<file path="src/rtl/bitser_pkg.sv">
package bitser_pkg;

    // One full-adder result: sum bit and carry out
    typedef struct packed {
        logic sum;
        logic cry;
    } fa_res_t;

    // Sequencer phase
    typedef enum logic {
        PH_IDLE = 1'b0,
        PH_RUN  = 1'b1
    } phase_e;

    function automatic fa_res_t full_add(input logic x, input logic y, input logic ci);
        fa_res_t r;
        r.sum = x ^ y ^ ci;
        r.cry = (x & y) | (x & ci) | (y & ci);
        return r;
    endfunction

endpackage

</file>
<file path="src/rtl/bitser_opreg.sv">
// Right-shifting operand register with parallel load and a serial input at the top.
module bitser_opreg #(
    parameter int W = 8
) (
    input  logic         clk,
    input  logic         clr,
    input  logic         ld,
    input  logic         sh,
    input  logic [W-1:0] par_in,
    input  logic         ser_in,
    output logic [W-1:0] q,
    output logic         lsb
);

    logic [W-1:0] shifted;

    generate
        if (W == 1) begin : g_one
            assign shifted = ser_in;
        end else begin : g_many
            assign shifted = {ser_in, q[W-1:1]};
        end
    endgenerate

    always_ff @(posedge clk) begin
        if (clr) begin
            q <= '0;
        end else if (ld) begin
            q <= par_in;
        end else if (sh) begin
            q <= shifted;
        end
    end

    assign lsb = q[0];

endmodule

</file>
<file path="src/rtl/bitser_seq.sv">
// Step sequencer: counts W steps after a load, then stops and pulses done.
module bitser_seq
    import bitser_pkg::*;
#(
    parameter int W = 8
) (
    input  logic clk,
    input  logic clr,
    input  logic load,
    input  logic shift_en,
    output logic step,
    output logic done
);

    localparam int CW = (W < 2) ? 1 : $clog2(W);
    localparam logic [CW-1:0] LAST = CW'(W - 1);

    phase_e        phase;
    logic [CW-1:0] cnt;
    logic          last;

    assign step = (phase == PH_RUN) && shift_en && !load;
    assign last = step && (cnt == LAST);

    always_ff @(posedge clk) begin
        if (clr) begin
            phase <= PH_IDLE;
            cnt   <= '0;
            done  <= 1'b0;
        end else begin
            done <= last;
            if (load) begin
                phase <= PH_RUN;
                cnt   <= '0;
            end else if (step) begin
                if (last) begin
                    phase <= PH_IDLE;
                    cnt   <= '0;
                end else begin
                    cnt <= cnt + 1'b1;
                end
            end
        end
    end

endmodule

</file>
<file path="src/rtl/bitser_add.sv">
// Bit-serial adder: two shift registers, one full adder, one carry flip-flop.
module bitser_add
    import bitser_pkg::*;
#(
    parameter int W = 8
) (
    input  logic         clk,
    input  logic         clr,
    input  logic         load,
    input  logic         shift_en,
    input  logic [W-1:0] a_in,
    input  logic [W-1:0] b_in,
    input  logic         b_ser,
    output logic [W-1:0] sum_out,
    output logic         carry_out,
    output logic         done
);

    logic         step;
    logic         a_bit;
    logic         b_bit;
    logic         cry_q;
    fa_res_t      fa;
    logic [W-1:0] b_q;

    bitser_seq #(.W(W)) u_seq (
        .clk      (clk),
        .clr      (clr),
        .load     (load),
        .shift_en (shift_en),
        .step     (step),
        .done     (done)
    );

    assign fa = full_add(a_bit, b_bit, cry_q);

    // Operand A: sum bits re-enter at the top
    bitser_opreg #(.W(W)) u_areg (
        .clk    (clk),
        .clr    (clr),
        .ld     (load),
        .sh     (step),
        .par_in (a_in),
        .ser_in (fa.sum),
        .q      (sum_out),
        .lsb    (a_bit)
    );

    // Operand B: refilled from the external serial input
    bitser_opreg #(.W(W)) u_breg (
        .clk    (clk),
        .clr    (clr),
        .ld     (load),
        .sh     (step),
        .par_in (b_in),
        .ser_in (b_ser),
        .q      (b_q),
        .lsb    (b_bit)
    );

    always_ff @(posedge clk) begin
        if (clr || load) begin
            cry_q <= 1'b0;
        end else if (step) begin
            cry_q <= fa.cry;
        end
    end

    assign carry_out = cry_q;

endmodule

</file>
<file path="config.mk">
export PLATFORM = sky130hd
export DESIGN_NAME = bitser_add
export DESIGN_NICKNAME = d
export VERILOG_FILES = /design/src/rtl/bitser_pkg.sv /design/src/rtl/bitser_opreg.sv /design/src/rtl/bitser_seq.sv /design/src/rtl/bitser_add.sv
export SDC_FILE = /design/constraint.sdc
export NUM_CORES = 1
export LEC_CHECK = 0
export BUFFER_PORTS_ARGS = -buffer_cell sky130_fd_sc_hd__buf_2
export CORE_MARGIN = 2
export CORE_UTILIZATION = 53
export DETAILED_ROUTE_END_ITERATION = 16
export MAX_ROUTING_LAYER = met4
export PLACE_DENSITY = 0.85
export SYNTH_ARGS = -nofsm -noshare
export SYNTH_HDL_FRONTEND = slang
export SYNTH_HIERARCHICAL = 1
export SYNTH_SLANG_ARGS = --single-unit
export TNS_END_PERCENT = 30
</file>
<file path="constraint.sdc">
create_clock -name clk -period 2.1 [get_ports clk]
set_input_delay 0.21 -clock clk [delete_from_list [all_inputs] [get_ports clk]]
set_output_delay 0.21 -clock clk [all_outputs]
set_load 0.03 [all_outputs]
</file>
==> impl_metrics.sql <==
INSERT INTO impl_metrics (metric_group, metric, value, unit) VALUES
('run_status', 'run_status', 'completed', ''),
('drt', 'post-route-drc-count', '0', ''),
('timing', 'tns', '0', 'ns'),
('clock_network', 'cts-resized-gates', '0', ''),
('clock_network', 'maximum_number_of_buffers_from_clock_root_to_sink', '2', ''),
('timing', 'rsz0062_at_grt', 'no', ''),
('drt', 'avgViaCountPerCell', '5.265', ''),
('place', 'placement.io_buffers', '30', ''),
('global_routing', 'grt_use_total', '18.95', '%'),
('worst_setup_path', 'crit_type', 'reg -> reg', ''),
('clock_network', 'postCtsSetupRepairBufs', '0', ''),
('final_layout', 'antenna_cells', '0', ''),
('power', 'powerDensity', '726.6', 'nW/um2'),
('drt', 'drt_pass1_iterations', '4', ''),
('clock_network', 'cts_sinks', '22', ''),
('power', 'power_leakage', '0.5048', 'nW'),
('worst_setup_path', 'critical_path.reg2reg.startpoint', 'u_seq/phase$_SDFFE_PP0P_', ''),
('die', 'fp.dieH', '48.43', 'um'),
('timing', 'peak_freq', '686.1', 'MHz'),
('worst_hold_path', 'timing.hold.worst.class', 'in -> reg', ''),
('die', 'floorplan.die.width', '48.43', 'um'),
('timing', 'layout_worst_path_cycle_share', '69.41', '%'),
('die', 'placement_row_count', '16', ''),
('drt', 'via_count', '816', ''),
('worst_hold_path', 'worst_hold_path_depth', '3', ''),
('timing', 'timing.max_slew.rel_slack', '76.02', '%'),
('power', 'combPwrFrac', '14.3', '%'),
('place', 'dp.final_hpwl', '1.360', 'mm'),
('worst_setup_path', 'critical_path.endpoint_type', 'register', ''),
('clock_network', 'cts.reportedPaths.clkPinSlew', '0.13', 'ns'),
('die', 'io_pins', '31', ''),
('die', 'dieArea', '2345', 'um2'),
('power', 'ir_drop', '440.3', 'uV'),
('worst_setup_path', 'worst_ep_required_time', '2.32', 'ns'),
('global_routing', 'grt_start_max_net_pins', '23', ''),
('drt', 'finalWirelength', '1.977', 'mm'),
('worst_hold_path', 'worst_hold_path.endpoint', 'u_breg/q[3]$_SDFFE_PP0P_', ''),
('place', 'place_congestion', '0.7361', ''),
('timing', 'finalClockSkew', '0.008104', 'ns'),
('place', 'dp_slack', '0.6971', 'ns'),
('power', 'power.switching', '220.9', 'uW'),
('final_layout', 'fin_nets', '153', ''),
('clock_network', 'cts_tree', 'done', ''),
('die', 'initial_cell_density_of_the_core', '55.00', '%'),
('timing', 'finalCriticalPeriod', '1.458', 'ns'),
('power', 'switching_share', '24.23', '%'),
('worst_setup_path', 'worst_setup_path_start_kind', 'register', ''),
('timing', 'timing_max_transition_violations_final', '0', ''),
('timing', 'final_critical_path_setup_slack', '0.6424', 'ns'),
('global_routing', 'global_route_wire_length_before_repair', '3.450', 'mm'),
('drt', 'route.detailed.wl_per_inst', '12.75', 'um'),
('timing', 'final-setup-viol-count', '0', ''),
('worst_setup_path', 'register_to_register_path_depth', '5', ''),
('final_layout', 'drive_above_1_share', '32.03', '%'),
('global_routing', 'grt_overflow', '0', ''),
('synth', 'syn_nets', '122', ''),
('global_routing', 'number_of_antenna_violations_at_the_first_check_in_global_routing', '0', ''),
('drt', 'drt_iter0_markers', '4', ''),
('timing', 'report.final.hold_viol_count', '0', ''),
('worst_setup_path', 'reg2reg_to', 'u_areg/q[7]$_SDFFE_PP0P_', ''),
('drt', 'routed_antenna_nets', '0', ''),
('job', 'maxCapViolCount', '0', ''),
('synth', 'cell_area_synth', '1046', 'um2'),
('synth', 'synthCells', '98', ''),
('clock_network', 'root_buffer', 'clkbuf_4', ''),
('clock_network', 'post_cts_hold_buffer_count', '0', ''),
('synth', 'yosys_warnings', '6', ''),
('timing', 'tightest_slew', '0.3598', 'ns'),
('die', 'core', '1902', 'um2'),
('power', 'power_report.internal_total', '690.9', 'uW'),
('clock_network', 'worst_skew_pair.late_latency', '0.31', 'ns'),
('synth', 'synth_area_per_cell', '10.67', 'um2'),
('global_routing', 'first_global_vias', '808', ''),
('worst_setup_path', 'crit_arrival', '1.68', 'ns'),
('clock_network', 'cts_made_buffers', '3', ''),
('worst_setup_path', 'rrSetupSlack', '0.64', 'ns'),
('final_layout', 'area.growth.synth_to_final', '19.98', '%'),
('clock_network', 'ctsHtreeMaxLevel', '1', ''),
('worst_hold_path', 'hold_start', 'b_in[3]', ''),
('power', 'seq_power_share', '50.4', '%'),
('power', 'power.share.clock', '35.3', '%'),
('worst_setup_path', 'cp_max_fo', '17', '');
## worst max-delay path by stage
| stage | start | to | slack (ns) | cells past startpoint |
|---|---|---|---|---|
| 2_1_floorplan | carry_out$_SDFFE_PP0P_ | u_areg/q[7]$_SDFFE_PP0P_ | 0.77 | 3 |
| 3_3_place_gp | u_seq/phase$_SDFFE_PP0P_ | u_breg/q[2]$_SDFFE_PP0P_ | 0.74 | 5 |
| 3_5_place_dp | u_seq/phase$_SDFFE_PP0P_ | u_areg/q[4]$_SDFFE_PP0P_ | 0.70 | 5 |
| 4_1_cts | u_seq/phase$_SDFFE_PP0P_ | u_areg/q[4]$_SDFFE_PP0P_ | 0.68 | 5 |
| 5_1_grt | u_seq/phase$_SDFFE_PP0P_ | u_areg/q[4]$_SDFFE_PP0P_ | 0.52 | 5 |
| 6_report | u_seq/phase$_SDFFE_PP0P_ | u_areg/q[7]$_SDFFE_PP0P_ | 0.64 | 5 |
## metrics by stage
step                      hold WS [ns]  instance area, um2  power, mW  std cells  util, %
after CTS                       0.1693                1255     0.9193        155    65.99
after global routing            0.1737                1255     0.9535        155    65.99
after detailed placement        0.5164                1202     0.5979        151    63.22
after floorplan                 0.2790                1046     0.5524         98        -
after global placement          0.5102                1202     0.5936        151    63.22
final                           0.1736                1255     0.9118        155    65.99
## power groups by stage
stage | registers, mW | clock network, mW | logic (mW)
4_1_cts | 0.460 | 0.329 | 0.130
6_report | 0.460 | 0.322 | 0.130
3_3_place_gp | 0.468 | 0 | 0.126
5_1_grt | 0.464 | 0.347 | 0.143
3_5_place_dp | 0.469 | 0 | 0.129
2_1_floorplan | 0.484 | 0 | 0.0680
## sequential cells by signal, summed over array words and instances (netlist names)
name,flops
u_areg/q,8
u_seq/phase,1
u_breg/q,8
u_seq/cnt,3
carry_out,1
u_seq/done,1
## layout make-up
| type | count | area (um2) |
|---|---|---|
| clock buffer | 3 | 22.52 |
| clock inverter | 1 | 30.03 |
| fill | 164 | 646.9 |
| inverter | 3 | 11.26 |
| multi-input combinational | 68 | 559.3 |
| sequential | 22 | 440.4 |
| tap | 27 | 33.78 |
| timing repair buffer | 31 | 157.7 |
## cell usage in the layout (no fill, tap or decap)
master / n
a211oi_1: 16
a21bo_1: 2
a21bo_2: 1
a21boi_1: 1
a21oi_1: 3
buf_2: 30
buf_4: 1
bufinv_16: 1
clkbuf_4: 3
dfxtp_1: 22
fa_1: 1
ha_1: 2
inv_1: 1
inv_2: 2
mux2i_1: 17
nand2_1: 1
nand3_1: 1
nand4b_1: 1
nand4bb_1: 1
nor2_2: 1
nor2b_1: 16
nor3_2: 2
o21ba_1: 1
or2_1: 1
## critical path, stage by stage (launching register included)
cell,delay (ns)
dfxtp_1,0.47
nand2_1,0.13
nor2_2,0.09
buf_4,0.29
mux2i_1,0.12
a211oi_1,0.27
## layer usage
metal  vias up  global-route usage [%]  share of wire (%)
met3         4                   3.086                3.8
met4         0                   7.619                1.8
met1       379                   22.92                 49
li1        415                       -                  -
met2        18                   31.71                 46
met5         -                       -                  0
No activity file was read; power rests on OpenSTA's default activity.
